**src/rtl/spf_pkg.sv**
```systemverilog
package spf_pkg;
  // word index = byte offset >> 2
  localparam int unsigned W_MODE  = 0;
  localparam int unsigned W_OTYPE = 1;
  localparam int unsigned W_SPEED = 2;
  localparam int unsigned W_PULL  = 3;
  localparam int unsigned W_IDATA = 4;
  localparam int unsigned W_ODATA = 5;
  localparam int unsigned W_SETCL = 6;
  localparam int unsigned W_LOCK  = 7;
  localparam int unsigned W_FSELL = 8;
  localparam int unsigned W_FSELH = 9;
  localparam int unsigned W_CLR   = 10;
  localparam int unsigned W_SEC   = 12;

  typedef enum logic [2:0] {
    FC_NONE, FC_W1, FC_W2, FC_PAIR, FC_NIB_LO, FC_NIB_HI, FC_SECREG
  } fclass_e;
endpackage

```
**src/rtl/spf_decode.sv**
```systemverilog
module spf_decode
  import spf_pkg::*;
#(
  parameter int unsigned AW = 6
) (
  input  logic [AW-1:0] addr_i,
  output fclass_e       cls_o
);
  localparam int unsigned WIW = AW - 2;

  logic [WIW-1:0] word;
  assign word = addr_i[AW-1:2];

  always_comb begin
    unique case (int'(word))
      W_MODE, W_SPEED, W_PULL:                   cls_o = FC_W2;
      W_OTYPE, W_IDATA, W_ODATA, W_LOCK, W_CLR:  cls_o = FC_W1;
      W_SETCL:                                   cls_o = FC_PAIR;
      W_FSELL:                                   cls_o = FC_NIB_LO;
      W_FSELH:                                   cls_o = FC_NIB_HI;
      W_SEC:                                     cls_o = FC_SECREG;
      default:                                   cls_o = FC_NONE;
    endcase
  end
endmodule

```
**src/rtl/spf_expand.sv**
```systemverilog
module spf_expand
  import spf_pkg::*;
#(
  parameter int unsigned NPINS = 16,
  parameter int unsigned DW    = 32
) (
  input  fclass_e          cls_i,
  input  logic [NPINS-1:0] blk_i,
  output logic [DW-1:0]    mask_o
);
  localparam int unsigned NIBS = DW / 4;

  logic [DW-1:0] pin_m [NPINS];

  for (genvar y = 0; y < NPINS; y++) begin : g_pin
    localparam int unsigned Y = y;
    logic [DW-1:0] pm;
    always_comb begin
      pm = '0;
      unique case (cls_i)
        FC_W1:  pm[Y] = blk_i[Y];
        FC_W2:  pm[2*Y +: 2] = {2{blk_i[Y]}};
        FC_PAIR: begin
          pm[Y]         = blk_i[Y];
          pm[Y + NPINS] = blk_i[Y];
        end
        FC_NIB_LO: if (Y < NIBS) pm[4*(Y % NIBS) +: 4] = {4{blk_i[Y]}};
        FC_NIB_HI: if (Y >= NIBS && Y < 2*NIBS) pm[4*(Y % NIBS) +: 4] = {4{blk_i[Y]}};
        default: pm = '0;
      endcase
    end
    assign pin_m[y] = pm;
  end

  always_comb begin
    mask_o = '0;
    for (int i = 0; i < NPINS; i++) mask_o = mask_o | pin_m[i];
  end
endmodule

```
**src/rtl/spf_secreg.sv**
```systemverilog
module spf_secreg #(
  parameter int unsigned NPINS = 16
) (
  input  logic             clk_i,
  input  logic             rst_ni,
  input  logic             wr_i,
  input  logic [NPINS-1:0] wdata_i,
  output logic [NPINS-1:0] q_o
);
  always_ff @(posedge clk_i or negedge rst_ni) begin
    if (!rst_ni)   q_o <= '1;
    else if (wr_i) q_o <= wdata_i;
  end
endmodule

```
**src/rtl/sec_pin_filter.sv**
```systemverilog
module sec_pin_filter
  import spf_pkg::*;
#(
  parameter int unsigned NPINS = 16,
  parameter int unsigned DW    = 32,
  parameter int unsigned AW    = 6
) (
  input  logic             clk_i,
  input  logic             rst_ni,
  input  logic             sec_en_i,
  input  logic             req_i,
  input  logic             we_i,
  input  logic             secure_i,
  input  logic [AW-1:0]    addr_i,
  input  logic [DW-1:0]    wdata_i,
  input  logic [DW-1:0]    rdata_i,
  output logic [DW-1:0]    wbe_o,
  output logic [DW-1:0]    rmask_o,
  output logic [DW-1:0]    rdata_o,
  output logic [NPINS-1:0] sec_pin_o
);
  fclass_e          cls;
  logic [NPINS-1:0] sec_q;
  logic [NPINS-1:0] blk;
  logic [DW-1:0]    bmask;
  logic             is_sec, sec_wr;

  spf_decode #(.AW(AW)) u_dec (.addr_i(addr_i), .cls_o(cls));

  // only non-secure traffic under global enable is filtered
  assign blk = (sec_en_i && !secure_i) ? sec_q : '0;

  spf_expand #(.NPINS(NPINS), .DW(DW)) u_exp (
    .cls_i(cls), .blk_i(blk), .mask_o(bmask)
  );

  assign is_sec = (cls == FC_SECREG);
  assign sec_wr = req_i && we_i && is_sec && secure_i && sec_en_i;

  spf_secreg #(.NPINS(NPINS)) u_sec (
    .clk_i(clk_i), .rst_ni(rst_ni), .wr_i(sec_wr),
    .wdata_i(wdata_i[NPINS-1:0]), .q_o(sec_q)
  );

  assign rmask_o   = is_sec ? '0 : ~bmask;
  assign wbe_o     = (req_i && we_i && !is_sec) ? ~bmask : '0;
  assign rdata_o   = is_sec ? (sec_en_i ? DW'(sec_q) : '0) : (rdata_i & rmask_o);
  assign sec_pin_o = sec_q;
endmodule

```
**config.mk**
```make
export PLATFORM = sky130hd
export DESIGN_NAME = sec_pin_filter
export DESIGN_NICKNAME = d
export VERILOG_FILES = /design/src/rtl/spf_pkg.sv /design/src/rtl/spf_decode.sv /design/src/rtl/spf_expand.sv /design/src/rtl/spf_secreg.sv /design/src/rtl/sec_pin_filter.sv
export SDC_FILE = /design/constraint.sdc
export NUM_CORES = 1
export LEC_CHECK = 0
export ABC_CLOCK_PERIOD_IN_PS = 2700
export CORE_MARGIN = 1
export CORE_UTILIZATION = 25
export CTS_CLUSTER_SIZE = 12
export DETAILED_ROUTE_END_ITERATION = 8
export SYNTH_ARGS = -nofsm -noshare
export SYNTH_HDL_FRONTEND = slang
export SYNTH_SLANG_ARGS = --single-unit
```
**constraint.sdc**
```tcl
create_clock -name clk_i -period 2.7 [get_ports clk_i]
set_input_delay 0.405 -clock clk_i [delete_from_list [all_inputs] [get_ports clk_i]]
set_output_delay 0.405 -clock clk_i [all_outputs]
set_load 0.005 [all_outputs]
```
After elaboration in Yosys (flattened, before gate mapping):

Memory sizes are Yosys's and may differ from the RTL's.
Index checks and enable logic that the tools add are counted.

* latch bits: 0
* memories kept: 1
* ROM bits: 48
* word-level logic and storage cells: 111
* RAM bits: 0
* output and inout bits: 112
* register bits: 16
* input bits: 76

* shifts and indexed selects: 0
* reduce and logical (&&, ||, !) cells: 15
* eq/ne operators: 6
* multiplexer cells: 71
* add/subtract/negate cells: 0
* $mul: 0
* magnitude comparators: 0
* divide/modulo/power cells: 0
* bitwise operators: 17

Memory list
* (no name shown): depth 16, bits a word 3, rd ports 1, clocked after Yosys merged registers in 0, wr ports 0, RTL line spf_decode.sv:15 `unique case (int'(word))`

Operators by type and width (count)
* 32-bit 2-to-1 mux: 3
* 32-bit by 28-bit OR with 32-bit output: 2
* 32-bit OR: 2
* 4-bit 2-to-1 mux: 12
* 1-bit 2-to-1 mux: 36
* 2-bit 2-to-1 mux: 18
* 32-bit bitwise AND: 1
* 16-bit 2-to-1 mux: 2
* 32-bit inverter: 1
* 32-bit by 19-bit OR with 32-bit output: 1
* 32-bit by 20-bit OR with 32-bit output: 1
* 32-bit by 21-bit OR with 32-bit output: 1
* 32-bit by 24-bit OR with 32-bit output: 1
* 32-bit by 25-bit OR with 32-bit output: 1
* 32-bit by 26-bit OR with 32-bit output: 1
* 32-bit by 27-bit OR with 32-bit output: 1
* 32-bit by 29-bit OR with 32-bit output: 1
* 32-bit by 30-bit OR with 32-bit output: 1
* 32-bit by 31-bit OR with 32-bit output: 1
* 17-bit by 18-bit OR with 18-bit output: 1
* 3-bit == test, second input constant: 3
* 2-bit OR reduction: 4
* 3-bit by 2-bit == test with 1-bit output, second input constant: 2
* 1-bit logical AND: 6
* 4 further kinds: 6

Depth between registers and ports, before layout:

* word-level depth: 23
* mapped depth: 11
* mapped depth without buffers: 6

Hierarchy:

A second synthesis with hierarchy kept.

* cells, all modules: 314
* area, all modules: 2446.1 um2

By module, submodules not included
* sec_pin_filter: instances 1, sequential area each 0.0 um2, area an instance 994.7 um2, cells an instance 167
* spf_secreg: instances 1, sequential area each 420.4 um2, area an instance 669.4 um2, cells an instance 34
* spf_expand: instances 1, sequential area each 0.0 um2, area an instance 668.1 um2, cells an instance 99
* spf_decode: instances 1, sequential area each 0.0 um2, area an instance 113.9 um2, cells an instance 14

Least setup slack after synthesis:

No wires, ideal clock.

* kind: input-to-output
* start point: input port addr_i[3]
* end point: output port wbe_o[12]
* path buffers: 3
* cell stages on the path: 9
* arrival time: 2.047 ns
* data required time: 2.295 ns
* setup slack: 0.248 ns
* cells stage by stage: buf_2 -> inv_1 -> ha_1 -> buf_2 -> nor3_1 -> o21ai_1 -> a21oi_1 -> buf_2 -> nor4_1

* longest elaborated chain between the ends: 18
* elaborated cells between the ends (all ways): 29
* classes of those cells: eq/ne (6); mux (5); bitwise (14); reduce/logical (3); memory (1)

Ends and longest elaborated chain
* from (decl): RTL line sec_pin_filter.sv:14 `input logic [AW-1:0] addr_i,`
* memory read 16 x 3 bit (*)
* 3-bit == test: RTL line spf_expand.sv:20 `unique case (cls_i)`
* 4-bit 2-to-1 mux: RTL line spf_expand.sv:20
* 32-bit by 20-bit OR with 32-bit output: RTL line spf_expand.sv:37 `for (int i = 0; i < NPINS; i++) mask_o = mask_o | pin_m[i];`
* 32-bit by 21-bit OR with 32-bit output: RTL line spf_expand.sv:37
* 32-bit by 24-bit OR with 32-bit output: RTL line spf_expand.sv:37
* 32-bit by 28-bit OR with 32-bit output: RTL line spf_expand.sv:37
* 32-bit OR: RTL line spf_expand.sv:37
* (+2 left out)
* 32-bit by 27-bit OR with 32-bit output: RTL line spf_expand.sv:37
* 32-bit by 28-bit OR with 32-bit output: RTL line spf_expand.sv:37
* 32-bit by 29-bit OR with 32-bit output: RTL line spf_expand.sv:37
* 32-bit by 30-bit OR with 32-bit output: RTL line spf_expand.sv:37
* 32-bit by 31-bit OR with 32-bit output: RTL line spf_expand.sv:37
* 32-bit OR: RTL line spf_expand.sv:37
* 32-bit inverter: RTL line sec_pin_filter.sv:46 `assign wbe_o = (req_i && we_i && !is_sec) ? ~bmask : '0;`
* 32-bit 2-to-1 mux (*): RTL line sec_pin_filter.sv:46
* to (decl): RTL line sec_pin_filter.sv:17 `output logic [DW-1:0] wbe_o,`

Every way passes the cells marked *; elsewhere a longest branch is shown, timed or not.

Final worst setup path:

* start point: input port addr_i[4]
* end point: output port rmask_o[26]

* longest elaborated chain between the ends: 15
* elaborated cells between the ends (all ways): 22
* classes of those cells: eq/ne (5); mux (5); bitwise (11); memory (1)

Ends and longest elaborated chain
* memory read 16 x 3 bit (*)
* 3-bit == test: RTL line spf_expand.sv:20
* 4-bit 2-to-1 mux: RTL line spf_expand.sv:20
* 32-bit by 28-bit OR with 32-bit output: RTL line spf_expand.sv:37
* 32-bit OR: RTL line spf_expand.sv:37
* 32-bit by 25-bit OR with 32-bit output: RTL line spf_expand.sv:37
* 32-bit by 26-bit OR with 32-bit output: RTL line spf_expand.sv:37
* 32-bit by 27-bit OR with 32-bit output: RTL line spf_expand.sv:37
* 32-bit by 28-bit OR with 32-bit output: RTL line spf_expand.sv:37
* 32-bit by 29-bit OR with 32-bit output: RTL line spf_expand.sv:37
* 32-bit by 30-bit OR with 32-bit output: RTL line spf_expand.sv:37
* 32-bit by 31-bit OR with 32-bit output: RTL line spf_expand.sv:37
* 32-bit OR: RTL line spf_expand.sv:37
* 32-bit inverter: RTL line sec_pin_filter.sv:45 `assign rmask_o = is_sec ? '0 : ~bmask;`
* 32-bit 2-to-1 mux (*): RTL line sec_pin_filter.sv:45
* to (decl): RTL line sec_pin_filter.sv:18 `output logic [DW-1:0] rmask_o,`

Marked as above.

==> run summary <==
Status = finished, violations left
Failing checks = DRC
Total number of nets in the final design = 610
Leading cell type in the layout, fill and taps excluded = sky130_fd_sc_hd__dlygate4sd2_1
Setup violations, final = 0
Biggest fanout along the worst timing path = 12
Pwr/cell area = 235.2 nW/um2
Hold-fix buffers, CTS = 0
Initial DRC count = 129
Die Outline Area = 9684 um2
EDFF count, synth = 0
Floorplan die height = 98.41 um
Regs by FF count = u_sec.q_o: 16 flops
Achievable frequency = 375.6 MHz
Remaining design rule violation count = 6
Worst slack after detailed placement = -637.7 ps
Hold Path Class = reg2reg
Synthesis warning total = 0
Vias post-DR = 3326
Post-Synthesis Net Count = 397
Peak supply drop = 0.2574 mV
Total internal power = 749.2 uW
Max capacitance violation total = 0
R2r worst-path depth = 1
GPL Wtd Cong = 0.8575
Hold Crit Endpoint = u_sec.q_o[5]$_DFFE_PN1P_
Switching power total = 382.8 uW
Port buffer count = 169
Post-Layout Inst Area = 4813 um2
Transition time at the pin with the least slew margin = 691.8 ps
Max-slew violation count = 0
Total power consumption of the routed design = 1.132 mW
HPWL after detailed placement = 8450 um
Final instance count without filler cells = 638
Share of flip-flops with an asynchronous set or reset = 1.000
Total clock sinks = 16
Summed negative setup slack over all endpoints = 0 ps
Level count of the clock H-tree = 1
Fin worst setup slack = 37.60 ps
Register area share after synthesis = 0.1809
Clock tree from TritonCTS = done
Global-route congestion overflow total = 0
Final standard cell utilization of the core = 0.5440
Portion of total power attributed to the clock network = 0.183
Total Routing Usage GR = 0.2289
Flip-flop and latch count after synthesis = 16
Worst Path Class, Setup = in2out
Number of global-route vias before repair = 3269
Cell chosen for the clock root = sky130_fd_sc_hd__clkbuf_8
Final worst hold slack = 665.3 ps
Fin. Hold Viols = 0
Largest clock skew in the final design = 0 ps
RR Endpoint = u_sec.q_o[8]$_DFFE_PN1P_
Pin count of the biggest net entering global routing = 17
Post-DR vias/cell = 5.213
Net Sw Frac = 0.3382
Number of flip-flops in the largest register = 16
Ratio of final minimum period to clock period = 0.9861
R2R setup slack = 1710 ps
Time the final worst path needs with I/O delays and setup = 2662 ps
Count of antenna-violating nets left after detailed routing = 0
Number of diodes = 0
CP startpoint kind = input pin
Most frequent cells in the layout = 84 x sky130_fd_sc_hd__dlygate4sd2_1, 74 x sky130_fd_sc_hd__clkdlybuf4s50_1, 59 x sky130_fd_sc_hd__buf_4, 29 x sky130_fd_sc_hd__nand2_1, 23 x sky130_fd_sc_hd__nor2_1
Sequential cell fraction of total power = 0.285
Skew-Pair Late Insertion Delay = 240 ps
Leakage dissipation = 2.014 nW
Worst relative slew slack = 0.5373
Flip-flop cell with the highest count after synthesis = sky130_fd_sc_hd__dfstp_2
Total wire length = 11350 um
Floorplan Core Area = 8848 um2
Number of rows created at floorplan = 34
Worst hold path stage count = 1
Effective utilization at floorplan = 0.2626
Mapped cell area = 2323 um2
Share of cells above drive strength 1 = 0.3283
Post-detailed-route wirelength per cell = 17.79 um
Post-synthesis average cell area = 7.307 um2
Portion of total power attributed to combinational logic = 0.532
Crit path capture type = primary output
Count of different cell masters after synthesis = 52
Hold_sp = u_sec.q_o[5]$_DFFE_PN1P_
Number of CTS-inserted buffers = 3
Global-route wire length before repair = 17440 um
Maximum clock insertion buffer count = 2
CP required = 2300 ps
Cell count after placement = 626
Number of detailed-route iterations in the first pass = 8
Endpoint arrival time on the critical path = 2260 ps
Floorplan die width = 98.41 um
Area growth syn-to-layout = 107.2%
Post-Syn Instances = 318
Startpoint of the worst register-to-register path = u_sec.q_o[8]$_DFFE_PN1P_
CTS clk-pin slew, worst paths = 60 ps
Top reg by flops = u_sec.q_o
Placement Cell Area = 4451 um2
Initial antenna violation count = 0
Boundary Pins = 188
## critical path: stages
cell and delay (ps):
sky130_fd_sc_hd__clkdlybuf4s15_1 240, sky130_fd_sc_hd__bufbuf_16 320, sky130_fd_sc_hd__or4b_4 540, sky130_fd_sc_hd__o221ai_2 80, sky130_fd_sc_hd__a21oi_2 90, sky130_fd_sc_hd__buf_4 140, sky130_fd_sc_hd__clkdlybuf4s50_1 430
## routing by layer
metal  GRT usage  wire length, um  part of all wire  vias up
met5           0                0                 0        -
li1            -                -                 -     1600
met3     0.03508              740             0.065       10
met2      0.4204             5817              0.51      130
met4     0.04592               99            0.0087        0
met1      0.2819             4690              0.41     1586
## Yosys cell counts, types with 3 or more instances
library cell / instances / share of area
sky130_fd_sc_hd__o22ai_1: 4 / 0.011
sky130_fd_sc_hd__o31ai_1: 9 / 0.029
sky130_fd_sc_hd__nand3_1: 4 / 0.0086
sky130_fd_sc_hd__clkbuf_1: 11 / 0.018
sky130_fd_sc_hd__a211o_1: 4 / 0.015
sky130_fd_sc_hd__buf_2: 10 / 0.022
sky130_fd_sc_hd__mux2_2: 9 / 0.044
sky130_fd_sc_hd__nor3b_1: 3 / 0.0097
sky130_fd_sc_hd__nor2_1: 25 / 0.040
sky130_fd_sc_hd__and2_1: 13 / 0.035
sky130_fd_sc_hd__nor3_1: 18 / 0.039
sky130_fd_sc_hd__o21ai_1: 4 / 0.0086
sky130_fd_sc_hd__o2bb2ai_1: 3 / 0.011
sky130_fd_sc_hd__nand2_1: 30 / 0.048
sky130_fd_sc_hd__nand3b_1: 7 / 0.023
sky130_fd_sc_hd__a221oi_1: 7 / 0.026
sky130_fd_sc_hd__mux2i_1: 3 / 0.013
sky130_fd_sc_hd__o21ai_0: 15 / 0.032
sky130_fd_sc_hd__o211ai_1: 4 / 0.013
sky130_fd_sc_hd__and3_1: 7 / 0.019
sky130_fd_sc_hd__buf_6: 4 / 0.019
sky130_fd_sc_hd__or4b_2: 3 / 0.013
sky130_fd_sc_hd__o221ai_1: 10 / 0.038
sky130_fd_sc_hd__a21oi_1: 28 / 0.060
sky130_fd_sc_hd__dfstp_2: 16 / 0.18
sky130_fd_sc_hd__inv_1: 24 / 0.039
sky130_fd_sc_hd__ha_1: 3 / 0.016
sky130_fd_sc_hd__mux2_4: 10 / 0.065
## logic make-up (layout without fill, tap and decap cells)
group / Yosys count / count (layout) / synth area share
and+or+nand+nor: 126 / 126 / 0.2919
AOI/OAI and AO/OA: 100 / 100 / 0.2870
buffers and inverters: 50 / 262 / 0.09908
muxes: 22 / 22 / 0.1212
DFF: 16 / 16 / 0.1809
adders and majority gates: 3 / 3 / 0.01616
xor gates and xnor gates: 1 / 1 / 0.003770
## worst max-delay path by stage
stage,from,end,slack (ps),cells after the start
3_5_place_dp,addr_i[2],rdata_o[28],-640,9
2_1_floorplan,addr_i[3],wbe_o[12],250,9
6_report,addr_i[4],rmask_o[26],40,7
4_1_cts,secure_i,rdata_o[22],-0.9,7
3_3_place_gp,addr_i[2],rdata_o[7],-600,9
5_1_grt,addr_i[4],rdata_o[23],-0.5,9
## cell type report
cell class                      instances  area [um2]
Tap cell                              108       135.1
Inverter                               24       92.59
Sequential cell                        16       420.4
Clock buffer                            4       55.05
Timing Repair Buffer                  234        2110
Multi-Input combinational cell        252        2001
Fill cell                             884        4035
## power by group through the flow
stage	Sequential (mW)	Clock, mW	Combinational [mW]
global route	0.325	0.226	0.645
floorplan	0.305	0	0.208
detailed placement	0.322	0	0.580
CTS	0.321	0.211	0.589
global placement	0.322	0	0.578
finish	0.322	0.207	0.602
## timing repair
action | 4_1_cts | 5_1_grt
cloned | 1 | 0
gates resized for setup | 176 | 18
hold endpoints to repair | 0 | 0
setup buffers | 4 | 3
setup endpoints to repair | 112 | 26
pin swaps | 18 | 8
(Power assumes the default switching activity.)
